`src/rtl/prot_access_check.sv`:
```
module prot_access_check #(
  parameter int AW    = 32,
  parameter int PW    = 8,
  parameter int NREG  = 4,
  parameter int NFULL = 4,
  parameter int NRW   = 4,
  localparam int MW    = $clog2(NFULL + NRW),
  localparam int O_LO  = 0,
  localparam int O_HI  = AW,
  localparam int O_RWX = 2 * AW,
  localparam int O_RW  = O_RWX + 6 * NFULL,
  localparam int O_PID = O_RW + 2 * NRW,
  localparam int O_MSK = O_PID + PW,
  localparam int O_VLD = O_MSK + PW,
  localparam int DW    = O_VLD + 1
) (
  input  logic                 clk,
  input  logic                 rst_n,
  input  logic                 glb_en,
  input  logic                 acc_valid,
  input  logic [AW-1:0]        acc_addr,
  input  logic [MW-1:0]        acc_master,
  input  logic [1:0]           acc_kind,
  input  logic                 acc_super,
  input  logic [PW-1:0]        acc_pid,
  input  logic [NREG*DW-1:0]   desc_flat,
  output logic                 res_valid,
  output logic                 res_grant,
  output logic                 res_fault,
  output logic [1:0]           res_class,
  output logic [NREG-1:0]      res_hits
);

  logic [NREG-1:0] hit, ok, unused_lsb;
  logic [2:0]      need;
  logic            multi, grant;
  logic [1:0]      cls;
  logic            unused_addr;

  assign unused_addr = ^acc_addr[4:0];
  assign need  = acc_kind[1] ? 3'b001 : (acc_kind[0] ? 3'b010 : 3'b100);

  always_comb begin
    logic [DW-1:0]   d;
    logic [AW-6:0]   a, lo, hi;
    logic [5:0]      f;
    logic [1:0]      rw;
    logic [2:0]      eff;
    logic            pid_ok;
    int              m;
    m = int'(acc_master);
    a = acc_addr[AW-1:5];
    for (int i = 0; i < NREG; i++) begin
      d   = desc_flat[i*DW +: DW];
      lo  = d[O_LO+5 +: AW-5];
      hi  = d[O_HI+5 +: AW-5];
      unused_lsb[i] = ^{d[O_LO +: 5], d[O_HI +: 5]};
      eff = 3'b000;
      pid_ok = 1'b1;
      f  = '0;
      rw = '0;
      if (m < NFULL) begin
        f = d[O_RWX + 6*m +: 6];
        if (!acc_super) eff = f[2:0];
        else begin
          case (f[4:3])
            2'd0:    eff = 3'b111;
            2'd1:    eff = 3'b101;
            2'd2:    eff = 3'b110;
            default: eff = f[2:0];
          endcase
        end
        pid_ok = !f[5] || (((acc_pid ^ d[O_PID +: PW]) & ~d[O_MSK +: PW]) == '0);
      end else if (m < NFULL + NRW) begin
        rw  = d[O_RW + 2*(m-NFULL) +: 2];
        eff = {rw[1], rw[0], 1'b0};
      end
      hit[i] = d[O_VLD] && (a >= lo) && (a <= hi) && pid_ok;
      ok[i]  = hit[i] && |(eff & need);
    end
  end

  assign multi = |(hit & (hit - 1'b1));
  assign cls   = !(|hit) ? 2'd0 : (multi ? 2'd2 : 2'd1);
  assign grant = !glb_en || |ok;

  always_ff @(posedge clk or negedge rst_n) begin
    if (!rst_n) begin
      res_valid <= 1'b0;
      res_grant <= 1'b0;
      res_fault <= 1'b0;
      res_class <= 2'd0;
      res_hits  <= '0;
    end else begin
      res_valid <= acc_valid;
      res_grant <= acc_valid && grant;
      res_fault <= acc_valid && !grant;
      res_class <= acc_valid ? cls : 2'd0;
      res_hits  <= acc_valid ? hit : '0;
    end
  end

endmodule

```
`config.mk`:
```
export PLATFORM = sky130hd
export DESIGN_NAME = prot_access_check
export DESIGN_NICKNAME = d
export VERILOG_FILES = /design/src/rtl/prot_access_check.sv
export SDC_FILE = /design/constraint.sdc
export NUM_CORES = 1
export LEC_CHECK = 0
export ABC_AREA = 1
export BUFFER_PORTS_ARGS = -buffer_cell sky130_fd_sc_hd__buf_2
export CORE_AREA = 2 2 197 199
export CTS_CLUSTER_SIZE = 14
export DETAILED_ROUTE_END_ITERATION = 8
export DIE_AREA = 0 0 199 201
export GPL_ROUTABILITY_DRIVEN = 0
export PLACE_DENSITY = 0.48
export SLEW_MARGIN = 0
export SYNTH_ARGS = -nofsm -noshare
export SYNTH_HDL_FRONTEND = slang
export SYNTH_SLANG_ARGS = --single-unit
```
`constraint.sdc`:
```
create_clock -name clk -period 0.8 [get_ports clk]
set_input_delay 0.12 -clock clk [delete_from_list [all_inputs] [get_ports clk]]
set_output_delay 0.12 -clock clk [all_outputs]
set_load 0.01 [all_outputs]
```
==> impl_results.md <==
- Fin crit share: 2.098
- GRT Overall Usage: 0.1950
- WP data required: 0.91 ns
- Synth unique cells: 36
- PwrDens: 610.9 mW/mm^2
- Final Critical Period: 1.679 ns
- Top-area cell type share of the netlist area: 0.3098
- Clk sink count: 9
- Drt first pass iters: 6
- # DRC: 0
- Mean Syn Cell Area: 5.435 sq um
- Area delta synth->final: 58.88%
- Final ANT Viol Nets: 0
- Largest net degree at the start of global routing: 44
- Clk slew on worst S/H paths: 0.04 ns
- #FFs+latches synth: 9
- Yosys Warn Count: 0
- Initial Utilization: 0.2289
- Cells after DPL: 2673
- DRT Wirelength: 39880 um
- Final setup vio count: 17
- RSZ-0062 raised after global routing: true
- Post-synth top flop: dfrtp_1
- Post-layout nets: 2886
- CTS tree: done
- Worst Setup End Kind: flip-flop
- IO Port Bufs: 465
- Routed wire per std cell: 14.82 um
- Synth top cells by count: nand2_1 (553), inv_1 (333), ha_1 (216), nor2_1 (181), a21oi_1 (92)
- GRT Residual Overflow: 0
- FP Rows: 72
- Num CTS Buffers: 3
- I/O Pins: 511
- Final Max Slew Viols: 0
- CP arrival: 1.78 ns
- Worst VDD drop: 0.5798 mV
- Non-Filler Instances: 2691
- Most numerous cell in the Yosys netlist: nand2_1
- Initial drt markers: 552
- Final core utilization: 0.3637
- First-pass GRT wire length: 60890 um
- Mapped cell area: 0.008723 sq mm
- Worst path cell trace: buf_4 -> buf_4 -> ha_1 -> nand2_1 -> inv_1 -> nand2_2 -> inv_1 -> nand2_1 -> nand3_2 -> nand2_2 -> inv_1 -> nor2_1 -> nor2_1 -> nand3_1 -> nand3_2 -> nor2_2 -> nor2_1
- Status: finished, violations left
- Die X: 199 um
- Antenna violations before repair: 10
- Critical-path top delay cell: ha_1
- DIE HEIGHT: 201 um
- Final Hold Fails: 0
- Vias in the first global route: 11320
- Hpwl dp: 36160 um
- Syn Nets: 2323
- Vias: 11580
- Worst-Margin Slew: 0.3808 ns
- Number of max-cap violations: 0
- Sequential area share after synthesis: 0.02582
- Setup ws final: -0.8787 ns
- Largest area contributor in the netlist: ha_1
- Slew margin rel.: 0.7458
- Top cells by area in the synthesized netlist: ha_1 (31%), nand2_1 (24%), inv_1 (14%), nor2_1 (7.8%), a21oi_1 (5.3%)
- Die footprint: 0.04000 sq mm
- DR vias/cell: 4.303
- # H-tree levels: 1
- Share of cells above drive strength 1: 0.3507
- Hold slack: 0.07949 ns
- WS Path Type: in -> reg
- Largest fanout on the critical path: 7
- EDFF count, synth: 0
- Clk root buf: clkbuf_16
- Core ar.: 0.03811 sq mm
- CP Launch Type: input pin
- Leakage: 8.442 nW
- CP peak stage delay: 0.28 ns
- HP Class: in -> reg
- Async set or reset register ratio after synthesis: 1.000
- Highest Clock Rate: 595.7 MHz
- Violated checks: negative setup slack
- CTS max path bufs: 2
- Mapped Cells: 1605
-- cell type report --
type                       instances  area (sq um)
clock buffer                       3         75.07
inverter                         335          1279
fill                            4288         24250
antenna                            6         15.01
sequential                         9         225.2
tap                              518         648.1
clock inverter                     1         5.005
timing repair buffer             584          3556
multi-input combinational       1235          8056
-- per-stage QoR --
| stage | worst slack [ns] | area [sq um] | total power [mW] | setup TNS, ns |
|---|---|---|---|---|
| final | -0.8787 | 13860 | 8.466 | -7.098 |
| after global routing | -1.010 | 13850 | 9.497 | -8.368 |
| after CTS | -0.8236 | 13570 | 8.340 | -7.052 |
| after detailed placement | -1.284 | 12760 | 6.938 | -9.726 |
| after global placement | -1.339 | 12760 | 6.864 | -9.820 |
| after floorplan | -0.6223 | 8992 | 3.853 | -4.022 |
-- worst paths after layout --
check / end / from / cells after the start
worst min-delay path: res_valid / acc_valid / 1
min in group asynchronous: res_valid / rst_n / 2
worst max-delay path: res_grant / acc_addr[14] / 17
max in group asynchronous: res_hits[0] / rst_n / 2
-- layer usage --
| layer | global-route usage | share of wire |
|---|---|---|
| met3 | 0.01378 | 0.039 |
| met1 | 0.2722 | 0.48 |
| met5 | 0 | 0.00093 |
| met4 | 0.02585 | 0.0092 |
| met2 | 0.3343 | 0.47 |
-- where the power goes --
part	total (mW)	internal [mW]	switching, mW	leakage (nW)
registers	0.498	0.483	0.0157	0.120
logic	7.08	3.30	3.78	8.28
clock network	0.890	0.660	0.231	0.0409
-- repair_timing --
| action | in CTS | in global routing |
|---|---|---|
| hold buffers | 1 | 0 |
| pin swaps | 62 | 35 |
| resized for setup | 135 | 53 |
| cloned | 0 | 0 |
| endpoints found under the hold margin | 9 | 0 |
| buffers inserted | 4 | 5 |
| setup endpoints to repair | 17 | 17 |
-- critical path, delay by kind of cell --
| family | cells | cell delay [ns] |
|---|---|---|
| simple gates | 11 | 0.93 |
| fa+ha+maj | 1 | 0.28 |
| buf+inv | 5 | 0.44 |
-- cell usage in the layout (no fill, tap or decap), types with 29 or more instances in the layout --
cell / instances
a21oi_1: 79
buf_2: 438
buf_4: 108
ha_1: 168
ha_4: 47
inv_1: 316
nand2_1: 524
nand2_2: 29
nand3_1: 53
nor2_1: 153
-- logic make-up after synthesis --
group,after synthesis,synth area share
AND/OR/NAND/NOR,861,0.3983
buffers and inverters,361,0.1649
adder cells (fa/ha/maj),216,0.3098
AO/OA/AOI/OAI,158,0.1011
flip-flops,9,0.02582
-- sequential cells by signal (all words and copies together) (netlist names) --
name	count
res_valid	1
res_hits	4
res_grant	1
res_class	2
res_fault	1
Power figures use the tool's default switching activity.
